<file path="src/rtl/cmie_pkg.sv">
`timescale 1ns/1ps
package cmie_pkg;

    typedef enum logic [1:0] {
        SW_IDLE = 2'd0,
        SW_RUN  = 2'd1,
        SW_DONE = 2'd2
    } sweep_state_e;

    typedef enum logic [1:0] {
        SEL_MODE  = 2'd0,
        SEL_INDEX = 2'd1,
        SEL_DATA  = 2'd2,
        SEL_NONE  = 2'd3
    } reg_sel_e;

endpackage

</file>
<file path="src/rtl/cmie_regfile.sv">
`timescale 1ns/1ps
module cmie_regfile
    import cmie_pkg::*;
#(
    parameter int               REG_W      = 8,
    parameter logic [REG_W-1:0] DIAG_IDX   = 8'h30,
    parameter logic [REG_W-1:0] START_CODE = 8'h0C,
    parameter logic [REG_W-1:0] EXIT_CODE  = 8'h00,
    parameter logic [REG_W-1:0] MODE_SWEEP = 8'h00
) (
    input  logic             clk,
    input  logic             rst_n,
    input  logic             wr_i,
    input  logic [1:0]       sel_i,
    input  logic [REG_W-1:0] wdata_i,
    input  logic             done_i,
    output logic [REG_W-1:0] rdata_o,
    output logic             start_o,
    output logic             exit_o
);

    typedef struct packed {
        logic [REG_W-1:0] mode;
        logic [REG_W-1:0] index;
    } regs_t;

    regs_t r_d, r_q;
    logic  idx_hit;

    always_comb begin
        r_d     = r_q;
        start_o = 1'b0;
        exit_o  = 1'b0;
        rdata_o = '0;
        idx_hit = (r_q.index == DIAG_IDX);

        if (wr_i) begin
            case (reg_sel_e'(sel_i))
                SEL_MODE:  r_d.mode  = wdata_i;
                SEL_INDEX: r_d.index = wdata_i;
                SEL_DATA: begin
                    if (idx_hit) begin
                        if (wdata_i == START_CODE && r_q.mode == MODE_SWEEP)
                            start_o = 1'b1;
                        if (wdata_i == EXIT_CODE)
                            exit_o = 1'b1;
                    end
                end
                default: ;
            endcase
        end

        case (reg_sel_e'(sel_i))
            SEL_MODE:  rdata_o = r_q.mode;
            SEL_INDEX: rdata_o = r_q.index;
            SEL_DATA:  rdata_o = idx_hit ? {{(REG_W-1){1'b0}}, done_i} : '0;
            default:   rdata_o = '0;
        endcase
    end

    always_ff @(posedge clk or negedge rst_n) begin
        if (!rst_n) r_q <= '0;
        else        r_q <= r_d;
    end

endmodule

</file>
<file path="src/rtl/cmie_sweep.sv">
`timescale 1ns/1ps
module cmie_sweep
    import cmie_pkg::*;
#(
    parameter int ADDR_W = 10,
    parameter int DATA_W = 16
) (
    input  logic              clk,
    input  logic              rst_n,
    input  logic              start_i,
    input  logic              exit_i,
    output logic              mem_we_o,
    output logic [ADDR_W-1:0] mem_addr_o,
    output logic [DATA_W-1:0] mem_wdata_o,
    output logic              done_o,
    output logic              diag_o
);

    localparam int CTRL_W = DATA_W - ADDR_W;
    localparam logic [ADDR_W-1:0] LAST_ADDR = '1;

    typedef struct packed {
        sweep_state_e      st;
        logic [ADDR_W-1:0] cnt;
    } sweep_t;

    sweep_t s_d, s_q;

    always_comb begin
        s_d = s_q;
        case (s_q.st)
            SW_IDLE: begin
                if (start_i) begin
                    s_d.st  = SW_RUN;
                    s_d.cnt = '0;
                end
            end
            SW_RUN: begin
                s_d.cnt = s_q.cnt + 1'b1;
                if (s_q.cnt == LAST_ADDR)
                    s_d.st = SW_DONE;
            end
            SW_DONE: begin
                if (start_i) begin
                    s_d.st  = SW_RUN;
                    s_d.cnt = '0;
                end else if (exit_i) begin
                    s_d.st = SW_IDLE;
                end
            end
            default: s_d.st = SW_IDLE;
        endcase
    end

    always_ff @(posedge clk or negedge rst_n) begin
        if (!rst_n) s_q <= '{st: SW_IDLE, cnt: '0};
        else        s_q <= s_d;
    end

    assign mem_we_o    = (s_q.st == SW_RUN);
    assign mem_addr_o  = s_q.cnt;
    assign mem_wdata_o = {{CTRL_W{1'b0}}, s_q.cnt};
    assign done_o      = (s_q.st == SW_DONE);
    assign diag_o      = (s_q.st != SW_IDLE);

endmodule

</file>
<file path="src/rtl/conn_mem_init.sv">
`timescale 1ns/1ps
module conn_mem_init #(
    parameter int ADDR_W = 10,
    parameter int DATA_W = 16,
    parameter int REG_W  = 8
) (
    input  logic              clk,
    input  logic              rst_n,
    input  logic              reg_wr,
    input  logic [1:0]        reg_sel,
    input  logic [REG_W-1:0]  reg_wdata,
    output logic [REG_W-1:0]  reg_rdata,
    output logic              mem_we,
    output logic [ADDR_W-1:0] mem_addr,
    output logic [DATA_W-1:0] mem_wdata,
    output logic              sweep_done,
    output logic              diag_active
);

    logic start_req;
    logic exit_req;

    cmie_regfile #(
        .REG_W      (REG_W),
        .DIAG_IDX   (REG_W'(8'h30)),
        .START_CODE (REG_W'(8'h0C)),
        .EXIT_CODE  (REG_W'(8'h00)),
        .MODE_SWEEP (REG_W'(8'h00))
    ) u_regs (
        .clk     (clk),
        .rst_n   (rst_n),
        .wr_i    (reg_wr),
        .sel_i   (reg_sel),
        .wdata_i (reg_wdata),
        .done_i  (sweep_done),
        .rdata_o (reg_rdata),
        .start_o (start_req),
        .exit_o  (exit_req)
    );

    cmie_sweep #(
        .ADDR_W (ADDR_W),
        .DATA_W (DATA_W)
    ) u_sweep (
        .clk         (clk),
        .rst_n       (rst_n),
        .start_i     (start_req),
        .exit_i      (exit_req),
        .mem_we_o    (mem_we),
        .mem_addr_o  (mem_addr),
        .mem_wdata_o (mem_wdata),
        .done_o      (sweep_done),
        .diag_o      (diag_active)
    );

endmodule

</file>
<file path="config.mk">
export PLATFORM = sky130hd
export DESIGN_NAME = conn_mem_init
export DESIGN_NICKNAME = d
export VERILOG_FILES = /design/src/rtl/cmie_pkg.sv /design/src/rtl/cmie_regfile.sv /design/src/rtl/cmie_sweep.sv /design/src/rtl/conn_mem_init.sv
export SDC_FILE = /design/constraint.sdc
export NUM_CORES = 1
export LEC_CHECK = 0
export ABC_AREA = 1
export BUFFER_PORTS_ARGS = -buffer_cell sky130_fd_sc_hd__buf_2
export CAP_MARGIN = 20
export CELL_PAD_IN_SITES_DETAIL_PLACEMENT = 0
export CELL_PAD_IN_SITES_GLOBAL_PLACEMENT = 2
export CORE_ASPECT_RATIO = 0.5
export CORE_MARGIN = 2
export CORE_UTILIZATION = 30
export DETAILED_ROUTE_END_ITERATION = 10
export PLACE_DENSITY = 0.95
export SETUP_SLACK_MARGIN = 0.02
export SYNTH_ARGS = -nofsm -noshare
export SYNTH_HDL_FRONTEND = slang
export SYNTH_SLANG_ARGS = --single-unit
export TNS_END_PERCENT = 20
</file>
<file path="constraint.sdc">
create_clock -name clk -period 2.5 [get_ports clk]
set_input_delay 0.375 -clock clk [delete_from_list [all_inputs] [get_ports clk]]
set_output_delay 0.375 -clock clk [all_outputs]
set_load 0.005 [all_outputs]
</file>
# Yosys cells after proc, flatten, opt, wreduce, memory -nomap -nowiden

Cells that the tools add are included.
Widths: inputs -> output; s select.

Bits in registers: 28
Input port bits: 13
Output and inout port bits: 37
Logic and storage cells: 44

Add/subtract/negate cells: 1
Eq/ne operators: 11
Mux-type cells: 17
Reduce and logical (&&, ||, !) cells: 11

Operators with widths:

| kind                  | count |
|---|---|
| $pmux 10 s3           | 1 |
| $pmux 8 s3            | 1 |
| $logic_not 8->1       | 2 |
| $mux 12               | 1 |
| $add 10x1->10 const B | 1 |
| $eq 10x10->1 const B  | 1 |
| $mux 10               | 1 |
| $mux 1                | 9 |
| $eq 8x4->1 const B    | 1 |
| $eq 8x6->1 const B    | 1 |
| $mux 2                | 3 |
| $pmux 2 s3            | 1 |
| $reduce_and 3->1      | 2 |
| $eq 2x1->1 const B    | 2 |
| $eq 2x2->1 const B    | 2 |
| $logic_not 2->1       | 2 |
| $ne 2x2->1 const B    | 2 |
| $reduce_and 2->1      | 2 |
| $ne 3x3->1 const B    | 1 |
| $reduce_bool 3->1     | 1 |
| $ne 2x1->1 const B    | 1 |
| $reduce_bool 2->1     | 1 |
| $logic_and 1x1->1     | 1 |

# Longest topological paths before layout

Depth after elaboration: 8
Gate-level depth with buffers: 9
Gate-level depth less buffers: 9

# Cells and area by module

Synthesis repeated with hierarchy kept, for this count alone.

Cells, all modules: 235
Area total of the unflattened synthesis: 1793.0 sq um

By module, submodules not included:

| module       | instances | cells each | area an instance (sq um) | seq. area each (sq um) |
|---|---|---|---|---|
| cmie_sweep   | 1         | 126        | 902.1                    | 300.3 |
| cmie_regfile | 1         | 109        | 890.9                    | 400.4 |

# Least setup slack after synthesis

OpenSTA, ideal clock, no wires.

Path type: reg2reg
From: register u_sweep.s_q, in the netlist u_sweep.mem_addr_o[0]
To: register u_sweep.s_q[11] (netlist bit)
Setup time: 65 ps
Data arrival time: 1266 ps
Setup slack: 1169 ps
Stages on the path, launching flop included: 10
Period minus slack after synthesis: 1331 ps
Cell sequence: dfrtp_1 > ha_1 > nand2_1 > nor2_2 > nand3_2 > nor2_4 > nand2_1 > nand2_1 > nand3_1 > nand2_1

Longest elaborated chain between the ends: 3

Ends and longest elaborated chain:

| item                       | RTL line         | source |
|---|---|---|
| start, declared            | cmie_sweep.sv:27 | `sweep_t s_d, s_q;` |
| start signal, assigned     | cmie_sweep.sv:56 | `if (!rst_n) s_q <= '{st: SW_IDLE, cnt: '0};` |
| $eq 10x10->1               | cmie_sweep.sv:40 | `if (s_q.cnt == LAST_ADDR)` |
| $ne 2x1->1 (no line)       | -                |  |
| $reduce_and 3->1 (no line) | -                |  |

No other way between the ends.
A chain may end at the register's enable or synchronous reset.

# Final worst setup path

From: register u_regs.r_q[7] (netlist bit)
To: output reg_rdata[0]

Longest elaborated chain between the ends: 3

Ends and longest elaborated chain:

| item                   | RTL line            | source |
|---|---|---|
| start, declared        | cmie_regfile.sv:27  | `regs_t r_d, r_q;` |
| start signal, assigned | cmie_regfile.sv:63  | `else r_q <= r_d;` |
| $eq 8x6->1             | cmie_regfile.sv:35  | `idx_hit = (r_q.index == DIAG_IDX);` |
| $mux 1                 | cmie_regfile.sv:56  | `SEL_DATA: rdata_o = idx_hit ? {{(REG_W-1){1'b0}}, done_i} : '0;` |
| $pmux 8 s3             | cmie_regfile.sv:53  | `case (reg_sel_e'(sel_i))` |
| end, declared          | conn_mem_init.sv:12 | `output logic [REG_W-1:0] reg_rdata,` |

No other way between the ends.

==> flow_summary.yaml <==
synthesis:
  ys_ff_latch: 28
  avgSynthCellArea_um2: 7.28
  synth.cell_area_um2: 1730
  netlist_instances: 238
  synth_ff_type: "dfrtp_1"
  synth_edf_count: 0
  synth-async-reset-ratio: 1.00
  yosys_warnings: 0
  synth.yosys.seq_area_share: 0.404
  synthDistinctLibCells: 26
layout:
  n_antenna_cell: 0
  multiInputGateArea_um2: 696
  final_core_util: 0.353
  nFillCells: 620
  register_area_um2: 701
  layout_commonest_cell: "nand2_1"
  finalNetCount: 276
  final_area_um2: 1950
  final_cell_mix: "nand2_1 (54), buf_2 (43), inv_1 (31), dfrtp_1 (28), o21ai_1 (24)"
  area_growth_pct: 12.8
  layout-drive-gt1-share: 0.245
setup_path:
  arrival_ps: 1370
  reg2reg_depth: 8
  worst_setup_path_start_kind: "flip-flop"
  r2r_end: "u_sweep.mem_addr_o[6]"
  crit_path_end_kind: "primary output"
  path_class: "flip-flop to primary output"
  critPathRequiredTime_ps: 2120
  crit_path_max_fanout: 3
  reg2reg_from: "u_regs.r_q[3]"
  rrSetupSlack_ps: 940
power:
  ir_drop_mv: 0.385
  p_leak_nw: 1.03
  fin_total_pwr_mw: 1.16
  cellPowerDensity_nw_per_um2: 591
drt:
  firstDrtPassIters: 4
  viasPerCell: 4.48
  wl_per_cell_um: 11.4
  routed_wl_mm: 3.79
  drt-initial-drc-count: 38
  postRouteAntennaNets: 0
  drc_errors: 0
  via_count: 1496
cts:
  clk_pin_slew_ps: 70
  cts.sinks: 28
  clk_latency_ps: 260
  cts_resized: 0
  cts_tree: "done"
  cts_hold_buffers: 0
  cts_max_level: 1
  clock-root-buffer: "clkbuf_16"
  cts_buffers: 3
  clock_path_buffers: 2
  post_cts.repair.setup_buffers: 0
sta:
  fin_worst_skew_ps: 2.55
  finalSetupViolCount: 0
  worst_pin_slew_ps: 674
  hold_viol: 0
  period_minus_slack_ps: 1750
  slew_headroom: 0.551
  final.period_utilization: 0.698
  timing.final.ws_setup_ps: 754
  drv_slew: 0
  tns_ps: 0
  grt_setup_unrepaired: "no"
  clock.fmax_ghz: 0.573
placement:
  dp_hpwl_mm: 2.92
  place_ws_ps: 892
  placed_cell_area_um2: 1850
  place.gp.congestion: 0.760
  port_buffers: 43
die:
  num_rows: 19
  die_area_um2: 6440
  core_um2: 5540
  die_w_um: 111
  start_util: 0.313
  die-height_um: 57.7
  ioPinCount: 50
grt:
  grt_pass1_vias: 1426
  antenna_found_initial: 0
  grt_max_degree: 29
  grt_pass1_wl_mm: 6.38
  grt_usage: 0.123
  globalRoute.totalOverflow: 0
status:
  status: "finished, final reports clean"
worst_hold_path:
  hp-class: "input port to asynchronous set/reset pin"
run:
  maxCapViolations: 0
[per-layer routing]
layer | wire length, um | track usage
met5 | 0 | 0
met4 | 36 | 0.0317
met3 | 130 | 0.0293
met1 | 1770 | 0.147
met2 | 1860 | 0.230
[through the flow]
step	hold WS [ps]	instances
after floorplan	79.4	243
after global placement	434	330
after detailed placement	443	330
after CTS	155	334
after global routing	192	334
final	137	334
[power by group]
group          switching, mW  internal (mW)
Clock                  0.161          0.319
Combinational         0.0932         0.0589
Sequential            0.0295          0.494
[worst max-delay path by stage]
stage | from | slack [ps] | depth (start not counted) | to
floorplan | u_sweep.mem_addr_o[0] | 1170 | 9 | u_sweep.s_q[11]
global placement | reg_sel[1] | 900 | 5 | reg_rdata[0]
detailed placement | reg_sel[1] | 890 | 5 | reg_rdata[0]
CTS | u_regs.r_q[7] | 730 | 6 | reg_rdata[0]
global route | u_regs.r_q[0] | 650 | 6 | reg_rdata[0]
finish | u_regs.r_q[7] | 750 | 6 | reg_rdata[0]
[cell type report]
class / count / area share
Multi-Input combinational cell: 148 / 0.356
Inverter: 37 / 0.0711
Tap cell: 73 / 0.0467
Clock inverter: 1 / 0.0154
Sequential cell: 28 / 0.359
Clock buffer: 3 / 0.0384
Timing Repair Buffer: 44 / 0.114
[registers in the layout (all words and copies together) (netlist names)]
name                count
u_sweep.mem_addr_o     10
u_regs.r_q             16
u_sweep.s_q             2
[cell usage after synthesis (2+ instances only)]
cell type  number  share of area
buf_2           2         0.0058
buf_4          26           0.11
dfrtp_1        28           0.40
inv_1          31          0.067
inv_2           6          0.013
nand2_1        54           0.12
nand3_1        21          0.061
nand3_2         3          0.017
nand4_1         2         0.0072
nor2_1         19          0.041
nor2_2          3          0.011
nor3_1          2         0.0058
o21ai_0         3         0.0087
o21ai_1        24          0.069
o22ai_1         3          0.011
[logic make-up after synthesis]
| kind of cell | Yosys count | synth area share |
|---|---|---|
| AO/OA/AOI/OAI | 33 | 0.102 |
| adder cells (fa/ha/maj) | 1 | 0.00722 |
| buffers and inverters | 67 | 0.205 |
| flip-flops | 28 | 0.404 |
| other | 1 | 0.00216 |
| AND/OR/NAND/NOR | 108 | 0.279 |
[worst max-delay path: stages, from the launching register on]
cell and delay [ps]:
dfrtp_1 400, nor2_1 110, nand3_1 80, nor2_1 170, nand3_1 110, o221ai_1 90, buf_2 150
Note: power is estimated with default switching activity, not from simulation.
